[config.mk]
export PLATFORM = sky130hd
export DESIGN_NAME = rtc_evt_gen
export DESIGN_NICKNAME = d
export VERILOG_FILES = /design/src/rtl/rtc_evt_pkg.sv /design/src/rtl/rtc_evt_cfg.sv /design/src/rtl/rtc_evt_catchup.sv /design/src/rtl/rtc_evt_flags.sv /design/src/rtl/rtc_evt_gen.sv
export SDC_FILE = /design/constraint.sdc
export NUM_CORES = 1
export LEC_CHECK = 0
export ABC_AREA = 1
export BUFFER_PORTS_ARGS = -buffer_cell sky130_fd_sc_hd__buf_2
export CORE_MARGIN = 8
export CORE_UTILIZATION = 63
export DETAILED_ROUTE_END_ITERATION = 10
export GPL_TIMING_DRIVEN = 0
export HOLD_SLACK_MARGIN = 0.08
export PLACE_DENSITY = 0.89
export SLEW_MARGIN = 20
export SYNTH_ARGS = -nofsm -noshare
export SYNTH_HDL_FRONTEND = slang
export SYNTH_SLANG_ARGS = --single-unit
[constraint.sdc]
create_clock -name clk -period 9 [get_ports clk]
set_input_delay 0.45 -clock clk [delete_from_list [all_inputs] [get_ports clk]]
set_output_delay 0.45 -clock clk [all_outputs]
set_load 0.01 [all_outputs]
[src/rtl/rtc_evt_pkg.sv]
package rtc_evt_pkg;

  typedef enum logic [1:0] {
    CU_IDLE = 2'd0,
    CU_ADV  = 2'd1,
    CU_DONE = 2'd2
  } cu_state_e;

  localparam int unsigned EV_UPD = 0;
  localparam int unsigned EV_ALM = 1;
  localparam int unsigned EV_PER = 2;
  localparam int unsigned EV_N   = 3;

  typedef struct packed {
    logic [4:0] hr;
    logic [5:0] mn;
    logic [5:0] sc;
  } tod_t;

  // divide limit for rate 2^code against base 2^base_log2; 0 = fast mode
  function automatic int unsigned rate_limit(int unsigned base_log2, int unsigned code);
    if (code > base_log2) return 0;
    return 32'd1 << (base_log2 - code);
  endfunction

  // counter ticks per period of rate 2^code at 2^tps_log2 ticks per second
  function automatic int unsigned rate_step(int unsigned tps_log2, int unsigned code);
    if (code >= tps_log2) return 1;
    return 32'd1 << (tps_log2 - code);
  endfunction

endpackage

[src/rtl/rtc_evt_cfg.sv]
module rtc_evt_cfg
  import rtc_evt_pkg::*;
#(
  parameter int unsigned CW        = 32,
  parameter int unsigned PCW       = 16,
  parameter int unsigned LOG2_TPS  = 16,
  parameter int unsigned BASE_LOG2 = 6
) (
  input  logic           clk,
  input  logic           rst_n,
  input  logic [EV_N-1:0] en_set_i,
  input  logic [EV_N-1:0] en_clr_i,
  input  logic           alm_load_i,
  input  tod_t           alm_tod_i,
  input  logic           per_load_i,
  input  logic [3:0]     per_code_i,
  output logic [EV_N-1:0] en_o,
  output logic           arm_o,
  output logic           uen_rise_o,
  output tod_t           alm_o,
  output logic [PCW-1:0] limit_o,
  output logic [CW-1:0]  step_o
);

  localparam logic [CW-1:0]  DEF_STEP  = CW'(rate_step(LOG2_TPS, BASE_LOG2));
  localparam logic [PCW-1:0] DEF_LIMIT = PCW'(1);

  logic [EV_N-1:0] en_q, en_nxt;
  logic            fast_q;
  logic [CW-1:0]   fast_step_q;
  logic [PCW-1:0]  limit_q;
  tod_t            alm_q;

  // clear has priority over set
  assign en_nxt     = (en_q | en_set_i) & ~en_clr_i;
  assign arm_o      = (en_q == '0) && (en_nxt != '0);
  assign uen_rise_o = !en_q[EV_UPD] && en_nxt[EV_UPD];
  assign step_o     = (fast_q && en_nxt[EV_PER]) ? fast_step_q : DEF_STEP;
  assign en_o       = en_q;
  assign alm_o      = alm_q;
  assign limit_o    = limit_q;

  always_ff @(posedge clk or negedge rst_n) begin
    if (!rst_n) begin
      en_q        <= '0;
      fast_q      <= 1'b0;
      fast_step_q <= DEF_STEP;
      limit_q     <= DEF_LIMIT;
      alm_q       <= '0;
    end else begin
      en_q <= en_nxt;
      if (alm_load_i) alm_q <= alm_tod_i;
      if (per_load_i) begin
        limit_q     <= PCW'(rate_limit(BASE_LOG2, 32'(per_code_i)));
        fast_q      <= (32'(per_code_i) > BASE_LOG2);
        fast_step_q <= CW'(rate_step(LOG2_TPS, 32'(per_code_i)));
      end
    end
  end


  clr_wins_chk: assert property (@(posedge clk) disable iff (!rst_n)
    (|en_clr_i) |=> ((en_q & $past(en_clr_i)) == '0));

endmodule

[src/rtl/rtc_evt_catchup.sv]
module rtc_evt_catchup
  import rtc_evt_pkg::*;
#(
  parameter int unsigned CW = 32,
  parameter int unsigned LW = 8
) (
  input  logic          clk,
  input  logic          rst_n,
  input  logic [CW-1:0] ctr_i,
  input  logic          chan_on_i,
  input  logic          arm_i,
  input  logic [CW-1:0] step_i,
  output logic [CW-1:0] cmp_o,
  output logic          done_o,
  output logic [LW-1:0] lost_o
);

  localparam logic [LW-1:0] LOST_MAX = '1;

  cu_state_e        state_q;
  logic [CW-1:0]    cmp_q, cmp_inc;
  logic [LW-1:0]    lost_q;
  logic signed [CW-1:0] diff_now, diff_inc;
  logic             hit_w, behind_w;

  assign cmp_inc  = cmp_q + step_i;
  assign diff_now = $signed(ctr_i - cmp_q);
  assign diff_inc = $signed(ctr_i - cmp_inc);
  assign hit_w    = (diff_now >= 0);
  assign behind_w = (diff_inc > 0);

  always_ff @(posedge clk or negedge rst_n) begin
    if (!rst_n) begin
      state_q <= CU_IDLE;
      cmp_q   <= '0;
      lost_q  <= '0;
    end else if (arm_i) begin
      cmp_q   <= ctr_i + step_i;
      lost_q  <= '0;
      state_q <= CU_IDLE;
    end else begin
      unique case (state_q)
        CU_IDLE: if (chan_on_i && hit_w) begin
          cmp_q   <= cmp_inc;
          lost_q  <= '0;
          state_q <= behind_w ? CU_ADV : CU_DONE;
        end
        CU_ADV: begin
          cmp_q   <= cmp_inc;
          lost_q  <= (lost_q == LOST_MAX) ? lost_q : lost_q + 1'b1;
          state_q <= behind_w ? CU_ADV : CU_DONE;
        end
        default: state_q <= CU_IDLE;
      endcase
    end
  end

  assign cmp_o  = cmp_q;
  assign done_o = (state_q == CU_DONE);
  assign lost_o = lost_q;


  chan_off_idle_chk: assert property (@(posedge clk) disable iff (!rst_n)
    (state_q == CU_IDLE && !chan_on_i && !arm_i) |=> (state_q == CU_IDLE));

endmodule

[src/rtl/rtc_evt_flags.sv]
module rtc_evt_flags
  import rtc_evt_pkg::*;
#(
  parameter int unsigned PCW = 16,
  parameter int unsigned LW  = 8
) (
  input  logic            clk,
  input  logic            rst_n,
  input  logic            done_i,
  input  logic [LW-1:0]   lost_i,
  input  logic [EV_N-1:0] en_i,
  input  logic            uen_rise_i,
  input  tod_t            now_i,
  input  tod_t            alm_i,
  input  logic [PCW-1:0]  limit_i,
  output logic [15:0]     status_o,
  output logic            irq_o
);

  logic [5:0]     prev_q;
  logic           prev_valid_q;
  logic [PCW-1:0] pcount_q, pc_sum, pc_inc;
  logic           sec_moved, uf_w, af_w, pf_w, any_w;
  logic [15:0]    status_q;
  logic           irq_q;

  assign sec_moved = !prev_valid_q || (now_i.sc != prev_q);
  assign uf_w      = en_i[EV_UPD] && sec_moved && prev_valid_q;
  assign af_w      = en_i[EV_ALM] && (now_i == alm_i);
  assign pc_sum    = pcount_q + (en_i[EV_PER] ? PCW'(lost_i) : '0);
  assign pc_inc    = pc_sum + 1'b1;
  assign pf_w      = en_i[EV_PER] && (pc_inc >= limit_i);
  assign any_w     = uf_w || af_w || pf_w;

  always_ff @(posedge clk or negedge rst_n) begin
    if (!rst_n) begin
      prev_q       <= '0;
      prev_valid_q <= 1'b0;
      pcount_q     <= '0;
      status_q     <= '0;
      irq_q        <= 1'b0;
    end else begin
      irq_q <= 1'b0;
      if (done_i) begin
        if (en_i[EV_UPD] && sec_moved) begin
          prev_q       <= now_i.sc;
          prev_valid_q <= 1'b1;
        end
        if (en_i[EV_PER]) pcount_q <= pf_w ? '0 : pc_inc;
        if (any_w) begin
          status_q <= {8'd1, 1'b1, pf_w, af_w, uf_w, 4'b0000};
          irq_q    <= 1'b1;
        end
      end
      if (uen_rise_i) prev_valid_q <= 1'b0;
    end
  end

  assign status_o = status_q;
  assign irq_o    = irq_q;


  first_upd_quiet_chk: assert property (@(posedge clk) disable iff (!rst_n)
    (done_i && !prev_valid_q) |=> !(irq_q && status_q[4]));

endmodule

[src/rtl/rtc_evt_gen.sv]
module rtc_evt_gen
  import rtc_evt_pkg::*;
#(
  parameter int unsigned CW        = 32,
  parameter int unsigned PCW       = 16,
  parameter int unsigned LW        = 8,
  parameter int unsigned LOG2_TPS  = 16,
  parameter int unsigned BASE_LOG2 = 6
) (
  input  logic          clk,
  input  logic          rst_n,
  input  logic [CW-1:0] ctr_i,
  input  logic [4:0]    now_hr,
  input  logic [5:0]    now_min,
  input  logic [5:0]    now_sec,
  input  logic [2:0]    en_set,
  input  logic [2:0]    en_clr,
  input  logic          alm_load,
  input  logic [4:0]    alm_hr,
  input  logic [5:0]    alm_min,
  input  logic [5:0]    alm_sec,
  input  logic          per_load,
  input  logic [3:0]    per_code,
  output logic [15:0]   status,
  output logic          irq,
  output logic          chan_on,
  output logic [CW-1:0] cmp_val
);

  logic [EV_N-1:0] en_w;
  logic            arm_w, uen_rise_w, done_w;
  tod_t            alm_w, now_w, alm_in_w;
  logic [PCW-1:0]  limit_w;
  logic [CW-1:0]   step_w;
  logic [LW-1:0]   lost_w;

  assign now_w    = '{hr: now_hr, mn: now_min, sc: now_sec};
  assign alm_in_w = '{hr: alm_hr, mn: alm_min, sc: alm_sec};
  assign chan_on  = |en_w;

  rtc_evt_cfg #(.CW(CW), .PCW(PCW), .LOG2_TPS(LOG2_TPS), .BASE_LOG2(BASE_LOG2)) u_cfg (
    .clk(clk), .rst_n(rst_n),
    .en_set_i(en_set), .en_clr_i(en_clr),
    .alm_load_i(alm_load), .alm_tod_i(alm_in_w),
    .per_load_i(per_load), .per_code_i(per_code),
    .en_o(en_w), .arm_o(arm_w), .uen_rise_o(uen_rise_w),
    .alm_o(alm_w), .limit_o(limit_w), .step_o(step_w)
  );

  rtc_evt_catchup #(.CW(CW), .LW(LW)) u_cu (
    .clk(clk), .rst_n(rst_n), .ctr_i(ctr_i), .chan_on_i(chan_on),
    .arm_i(arm_w), .step_i(step_w),
    .cmp_o(cmp_val), .done_o(done_w), .lost_o(lost_w)
  );

  rtc_evt_flags #(.PCW(PCW), .LW(LW)) u_flg (
    .clk(clk), .rst_n(rst_n), .done_i(done_w), .lost_i(lost_w),
    .en_i(en_w), .uen_rise_i(uen_rise_w), .now_i(now_w), .alm_i(alm_w),
    .limit_i(limit_w), .status_o(status), .irq_o(irq)
  );


  irq_one_clk_chk: assert property (@(posedge clk) disable iff (!rst_n)
    irq |=> !irq);


  irq_fmt_chk: assert property (@(posedge clk) disable iff (!rst_n)
    irq |-> (status[15:8] == 8'd1 && status[7] && status[6:4] != 3'b000 && status[3:0] == 4'b0000));


  irq_needs_en_chk: assert property (@(posedge clk) disable iff (!rst_n)
    irq |-> $past(chan_on));

endmodule

### After elaboration in Yosys (flattened, before gate mapping)

Index checks and enable logic that the tools add are counted.

* $add $sub $neg: 9
* $lt $le $gt $ge: 4
* eq/ne operators: 7
* shift-type cells: 2
* multiplexer cells: 22
* bitwise gates (word level): 3
* reduce and logical (&&, ||, !) cells: 26

Operator list (count)
* 32-bit two-way mux: 3
* 32-bit adder: 2
* 32-bit one-hot mux with 2 select lines: 1
* 32-bit subtractor: 2
* 32-bit by 1-bit >= comparator with 1-bit output, second input constant: 1
* 32-bit by 1-bit > comparator with 1-bit output, second input constant: 1
* 16-bit two-way mux: 2
* 8-bit two-way mux: 4
* 1-bit by 32-bit << shifter with 16-bit output, first input constant: 1
* 1-bit by 32-bit << shifter with 32-bit output, first input constant: 1
* 17-bit == test: 1
* 16-bit by 1-bit adder with 16-bit output, second input constant: 1
* 16-bit adder: 1
* 16-bit >= comparator: 1
* 8-bit one-hot mux with 2 select lines: 1
* 2-bit AND reduction: 5
* 8-bit by 1-bit adder with 8-bit output, second input constant: 1
* 8-bit == test, second input constant: 1
* 1-bit logical AND: 8
* 1-bit two-way mux: 7
* 2-bit two-way mux: 3
* 6-bit inequality test: 1
* 3-bit nonzero test: 2
* 5-bit by 4-bit subtractor with 6-bit output, first input constant: 1
* 17 further kinds: 21

* register bits: 139
* logic and storage cells: 88

### Logic depth before layout (Yosys ltp)

* depth after elaboration: 11
* gate-level depth with buffers: 40

### By module

A second synthesis with hierarchy kept.

* cell total of the unflattened synthesis: 2213
* area total of the unflattened synthesis: 14311.2 um2

Modules (own cells, without submodules)
* rtc_evt_catchup: times used 1, cells an instance 1428, area an instance 8515.7 um2, sequential area each 1051.0 um2
* rtc_evt_cfg: times used 1, cells an instance 350, area an instance 3104.2 um2, sequential area each 1729.2 um2
* rtc_evt_flags: times used 1, cells an instance 432, area an instance 2680.1 um2, sequential area each 700.7 um2
* rtc_evt_gen: times used 1, cells an instance 3, area an instance 11.3 um2, sequential area each 0.0 um2

### Worst setup path after synthesis

OpenSTA, ideal clock, no wires.

* path type: register to register
* start point: register u_cfg.en_q[2], in the netlist u_cfg.en_o[2]
* end point: register, netlist name u_flg.status_o[7]
* setup time: 127 ps
* arrival time: 4145 ps
* data required time: 8873 ps
* slack: 4728 ps
* stages on the path, launching flop included: 24
* buffers on the path: 1
* period minus slack after synthesis: 4272 ps
* cells stage by stage: dfrtp_1 -> clkbuf_1 -> nand2_1 -> ha_1 -> fa_1 -> o21ai_0 -> a21oi_1 -> o21ai_0 -> a21oi_1 -> o21ai_0 -> nand3_1 -> nor3_1 -> nand3_1 -> xor2_1 -> ha_1 -> nand2_1 -> nor2_1 -> a211oi_1 -> o21ai_0 -> nand2_1 -> nand3b_1 -> nand2_1 -> inv_1 -> or2_2

* longest elaborated chain between the ends: 7

RTL lines
* start, declared: RTL line rtc_evt_cfg.sv:28 `logic [EV_N-1:0] en_q, en_nxt;`
* start signal, assigned: RTL line rtc_evt_cfg.sv:51 `en_q <= en_nxt;`
* 8-bit two-way mux: RTL line rtc_evt_flags.sv:30 `assign pc_sum = pcount_q + (en_i[EV_PER] ? PCW'(lost_i) : '0);`
* 16-bit adder: RTL line rtc_evt_flags.sv:30
* 16-bit by 1-bit adder with 16-bit output: RTL line rtc_evt_flags.sv:31 `assign pc_inc = pc_sum + 1'b1;`
* 16-bit >= comparator: RTL line rtc_evt_flags.sv:32 `assign pf_w = en_i[EV_PER] && (pc_inc >= limit_i);`
* 1-bit logical AND (*): RTL line rtc_evt_flags.sv:32
* 1-bit logical OR (*): RTL line rtc_evt_flags.sv:33 `assign any_w = uf_w || af_w || pf_w;`
* 2-bit AND reduction (no line) (*)

Every way passes the cells marked *; elsewhere a longest branch is shown, timed or not.
A chain may end at the register's enable or synchronous reset.

### Worst setup path in the final report

* start point: register u_cfg.en_q[2], in the netlist u_cfg.en_o[2]
* end point: register u_cu.state_q[0]

* longest elaborated chain between the ends: 11
* elaborated cells between the ends (all ways): 17
* classes of those cells: add/sub: 2; order compare: 1; eq/ne: 1; mux: 5; bitwise: 2; reduce/logical: 6

RTL lines
* 3-bit OR: RTL line rtc_evt_cfg.sv:35 `assign en_nxt = (en_q | en_set_i) & ~en_clr_i;`
* 3-bit AND: RTL line rtc_evt_cfg.sv:35
* 1-bit logical AND: RTL line rtc_evt_cfg.sv:38 `assign step_o = (fast_q && en_nxt[EV_PER]) ? fast_step_q : DEF_STEP;`
* 32-bit two-way mux: RTL line rtc_evt_cfg.sv:38
* 32-bit adder: RTL line rtc_evt_catchup.sv:26 `assign cmp_inc = cmp_q + step_i;`
* 32-bit subtractor: RTL line rtc_evt_catchup.sv:28 `assign diff_inc = $signed(ctr_i - cmp_inc);`
* 32-bit by 1-bit > comparator with 1-bit output: RTL line rtc_evt_catchup.sv:30 `assign behind_w = (diff_inc > 0);`
* 2-bit two-way mux: RTL line rtc_evt_catchup.sv:46, rtc_evt_catchup.sv:51
* 2-bit two-way mux: RTL line rtc_evt_catchup.sv:43 `CU_IDLE: if (chan_on_i && hit_w) begin`
* 2-bit one-hot mux with 2 select lines: RTL line rtc_evt_catchup.sv:42 `unique case (state_q)`
* 2-bit two-way mux: RTL line rtc_evt_catchup.sv:37 `end else if (arm_i) begin`
* end signal, assigned: RTL line rtc_evt_catchup.sv:46 `state_q <= behind_w ? CU_ADV : CU_DONE;`
* end signal, assigned: RTL line rtc_evt_catchup.sv:51 `state_q <= behind_w ? CU_ADV : CU_DONE;`
* end, declared: RTL line rtc_evt_catchup.sv:20 `cu_state_e state_q;`

Several ways; a longest one is shown, not always the timed one. The select of a mux whose other input is x is not followed.

==> metrics.txt <==
clock-pin slew on the worst setup and hold paths approximately 0.08 ns; post-synthesis to final-layout area growth 11.9%; clock tree skew after final layout 0.0158 ns; DRC marker count from the first detailed-route iteration just over 2,000; CP Buf/Inv Count 2; status complete, no violations; area inside the core boundary approximately 22,000 sq um; leading area contributor after synthesis sky130_fd_sc_hd__dfrtp_1; DIE WIDTH 164 um; Routability Congestion ~1.1; max cap viols 0; count of flip-flops with a built-in enable after synthesis 0; headroom to the max-slew limit 24.3%; origin of the worst min-delay path en_clr[1]; count of unique library cells instantiated by Yosys 54; Avg WL per Cell between 15 and 20 um; Cell Pwr Density roughly 250 nW/um^2; cell type with the highest occurrence count on the critical path sky130_fd_sc_hd__nand2_1; Detail Route Antenna Nets 0; layout cells sized above 1 between 10% and 20%; TritonCTS clock tree yes; # diodes 0; ys async rst share 100%; RSZ-0062 raised after global routing no; area share of the largest cell type after synthesis 24.9%; crit path max fanout 8; dominant synthesized flop cell sky130_fd_sc_hd__dfrtp_1; Via density 5.91; path class of the lowest-slack min-delay path in2reg; global-route wire length before repair ~74 mm; startpoint kind of the worst setup timing path flop; count of mapped cells out of synthesis 2,106; Max stage delay on crit path 0.89 ns; overall die area 26,800 sq um; data arrival at the endpoint of the critical path 6.23 ns; Top delay family on crit path simple AND/OR/NAND/NOR gates; measured slew at the worst slew-check pin between 1 and 1.5 ns; Final Non-Filler Cells 2,547; total leakage power 8.37 nW; period utilization 65.4%; Hold Fails Final Rpt 0; post-route setup TNS 0 ns; ports placed on the boundary 130; maximum number of pins on one net before global-route repair 74; Peak VDD IR 0.154 mV; data required time of the worst path 9.34 ns; min setup slack post-route 3.11 ns; Remaining DRCs 0; remaining global-route overflow 0; max-slew violations 0; number of setup violations in the final report 0; die extent in y 164 um; cell count of the worst hold path 2; number of antenna violations at the first check in global routing 0; length of the first detailed-routing pass in iterations 7; GRT Resource Usage Total 35.0%; proportion of synthesized chip area in sequential cells 25.3%; top cells by area in the synthesized netlist sky130_fd_sc_hd__dfrtp_1 (25%), sky130_fd_sc_hd__nand2_1 (15%), sky130_fd_sc_hd__ha_1 (11%); Critical Path End Type flop; total half-perimeter wirelength after legalization and detailed placement 37.9 mm; Clock Tree Root sky130_fd_sc_hd__clkbuf_16; worst hold endpoint u_cfg.en_o[1]; final layout net count between 2,000 and 2,500; area of the mapped netlist 13,700 sq um; synthesis-stage register bit count 139; highest attainable clock frequency 170 MHz; CTS HTree Levels 4; cell count along the critical path 30; number of global-route vias before repair 13,949; count of placed standard cells including taps roughly 2,500; I/O Buffers 117; FF-to-FF setup slack between 3 and 4 ns; Max Buffers Root-to-Sink 2; floorplan row count 54; CTS buffer count 17; worst skew pair latency around 0.45 ns; effective utilization at floorplan 63.6%; reg2reg end u_cu.state_q[0]; Synth Area per Inst around 6.5 sq um; final critical delay including setup and external delays just under 6 ns; count of clock tree sinks 139; CP max-delay cell sky130_fd_sc_hd__o31ai_1; Gates resized, CTS repair 0; post-detailed-routing wire length roughly 48 mm; Reg-to-Reg Start u_cfg.en_o[2]; Critical Setup Path Class reg2reg; total vias in the final route 15,052; number of cells traversed by the worst register-to-register path 30; worst-case setup slack after placement 3.23 ns; Ys Warns 0; WHS around 0.17 ns
layout make-up:
| type | instances | area, sq um |
|---|---|---|
| timing repair buffer | 119 | 633 |
| sequential | 139 | 3480 |
| multi-input combinational | 1607 | 8840 |
| clock inverter | 15 | 183 |
| tap | 280 | 350 |
| inverter | 328 | 1230 |
| fill | 1837 | 6250 |
| clock buffer | 17 | 425 |
| buffer | 42 | 225 |
kinds of logic after synthesis:
logic type / synth area share (%)
simple gates: 33.4
other cells: 0.0273
xor+xnor: 4.84
buf+inv: 10.6
compound gates: 13.7
fa+ha+maj: 10.9
mux: 1.15
flops: 25.3
cell usage after synthesis, types with 21 or more instances:
| master | instances |
|---|---|
| sky130_fd_sc_hd__nor2_1 | 206 |
| sky130_fd_sc_hd__clkbuf_1 | 24 |
| sky130_fd_sc_hd__nand2_1 | 539 |
| sky130_fd_sc_hd__o21ai_0 | 119 |
| sky130_fd_sc_hd__a21oi_1 | 106 |
| sky130_fd_sc_hd__o22ai_1 | 33 |
| sky130_fd_sc_hd__inv_2 | 21 |
| sky130_fd_sc_hd__ha_1 | 117 |
| sky130_fd_sc_hd__dfrtp_1 | 137 |
| sky130_fd_sc_hd__inv_1 | 301 |
| sky130_fd_sc_hd__xnor2_1 | 23 |
| sky130_fd_sc_hd__xor2_1 | 53 |
| sky130_fd_sc_hd__nand4_1 | 37 |
| sky130_fd_sc_hd__nand3_1 | 172 |
worst max path at each step:
| stage | endpoint | slack [ns] | start |
|---|---|---|---|
| detailed placement | u_cu.state_q[0] | 3.23 | en_set[2] |
| finish | u_cu.state_q[0] | 3.11 | u_cfg.en_o[2] |
| global route | u_cu.state_q[0] | 2.80 | u_cfg.en_o[2] |
| CTS | u_cu.state_q[0] | 3.29 | u_cfg.en_o[2] |
| global placement | u_cu.state_q[0] | 3.24 | en_clr[2] |
| floorplan | u_flg.status_o[7] | 4.73 | u_cfg.en_o[2] |
metal layers:
layer | share of wire [%] | track usage (%) | wire length (um)
met5 | 0 | 0 | 0
met4 | 3.0 | 11.7 | 1400
met3 | 11 | 6.07 | 5460
met2 | 44 | 54.7 | 20800
met1 | 42 | 48.3 | 19900
cells in the final DEF (no fill, tap or decap), drive strengths merged, types with 7 or more instances in the layout:
cell      n
nor2    220
a31oi     7
conb     11
a21oi   110
nand3   182
o211ai    9
o21bai    8
o22ai    33
buf     136
nor3     20
ha      117
nor4      8
nand4    41
mux2     14
nand2   560
o21ai   134
clkbuf   41
xnor2    23
xor2     53
inv     332
or2       8
dfrtp   137
clkinv   10
timing repair:
item                                   in CTS  in global routing
buffers inserted                            0                  0
endpoints found under the hold margin      66                  0
hold buffers                                1                  0
power by group:
part / internal, mW / switching (mW)
sequential: 0.744 / 0.133
clock: 0.380 / 0.369
combinational: 0.712 / 1.46
total: 1.84 / 1.96
stage by stage:
step	area, sq um	utilization, %	power, mW
global route	15400	71.1	4.04
detailed placement	14800	68.2	2.97
finish	15400	71.1	3.79
CTS	15400	71.1	3.72
global placement	14700	68.1	2.91
floorplan	13800	-	2.32
sequential cells by signal, indices dropped and copies added (netlist names):
signal              flops
u_cu.lost_o             8
u_cu.cmp_o             32
u_cfg.alm_o            17
u_flg.pcount_q         16
u_flg.irq_o             1
u_cfg.fast_q            1
u_cu.state_q            2
u_flg.prev_q            6
u_cfg.limit_o          16
u_cfg.fast_step_q      32
u_flg.prev_valid_q      1
u_flg.status_o          4
u_cfg.en_o              3
Power figures use the tool's default switching activity.
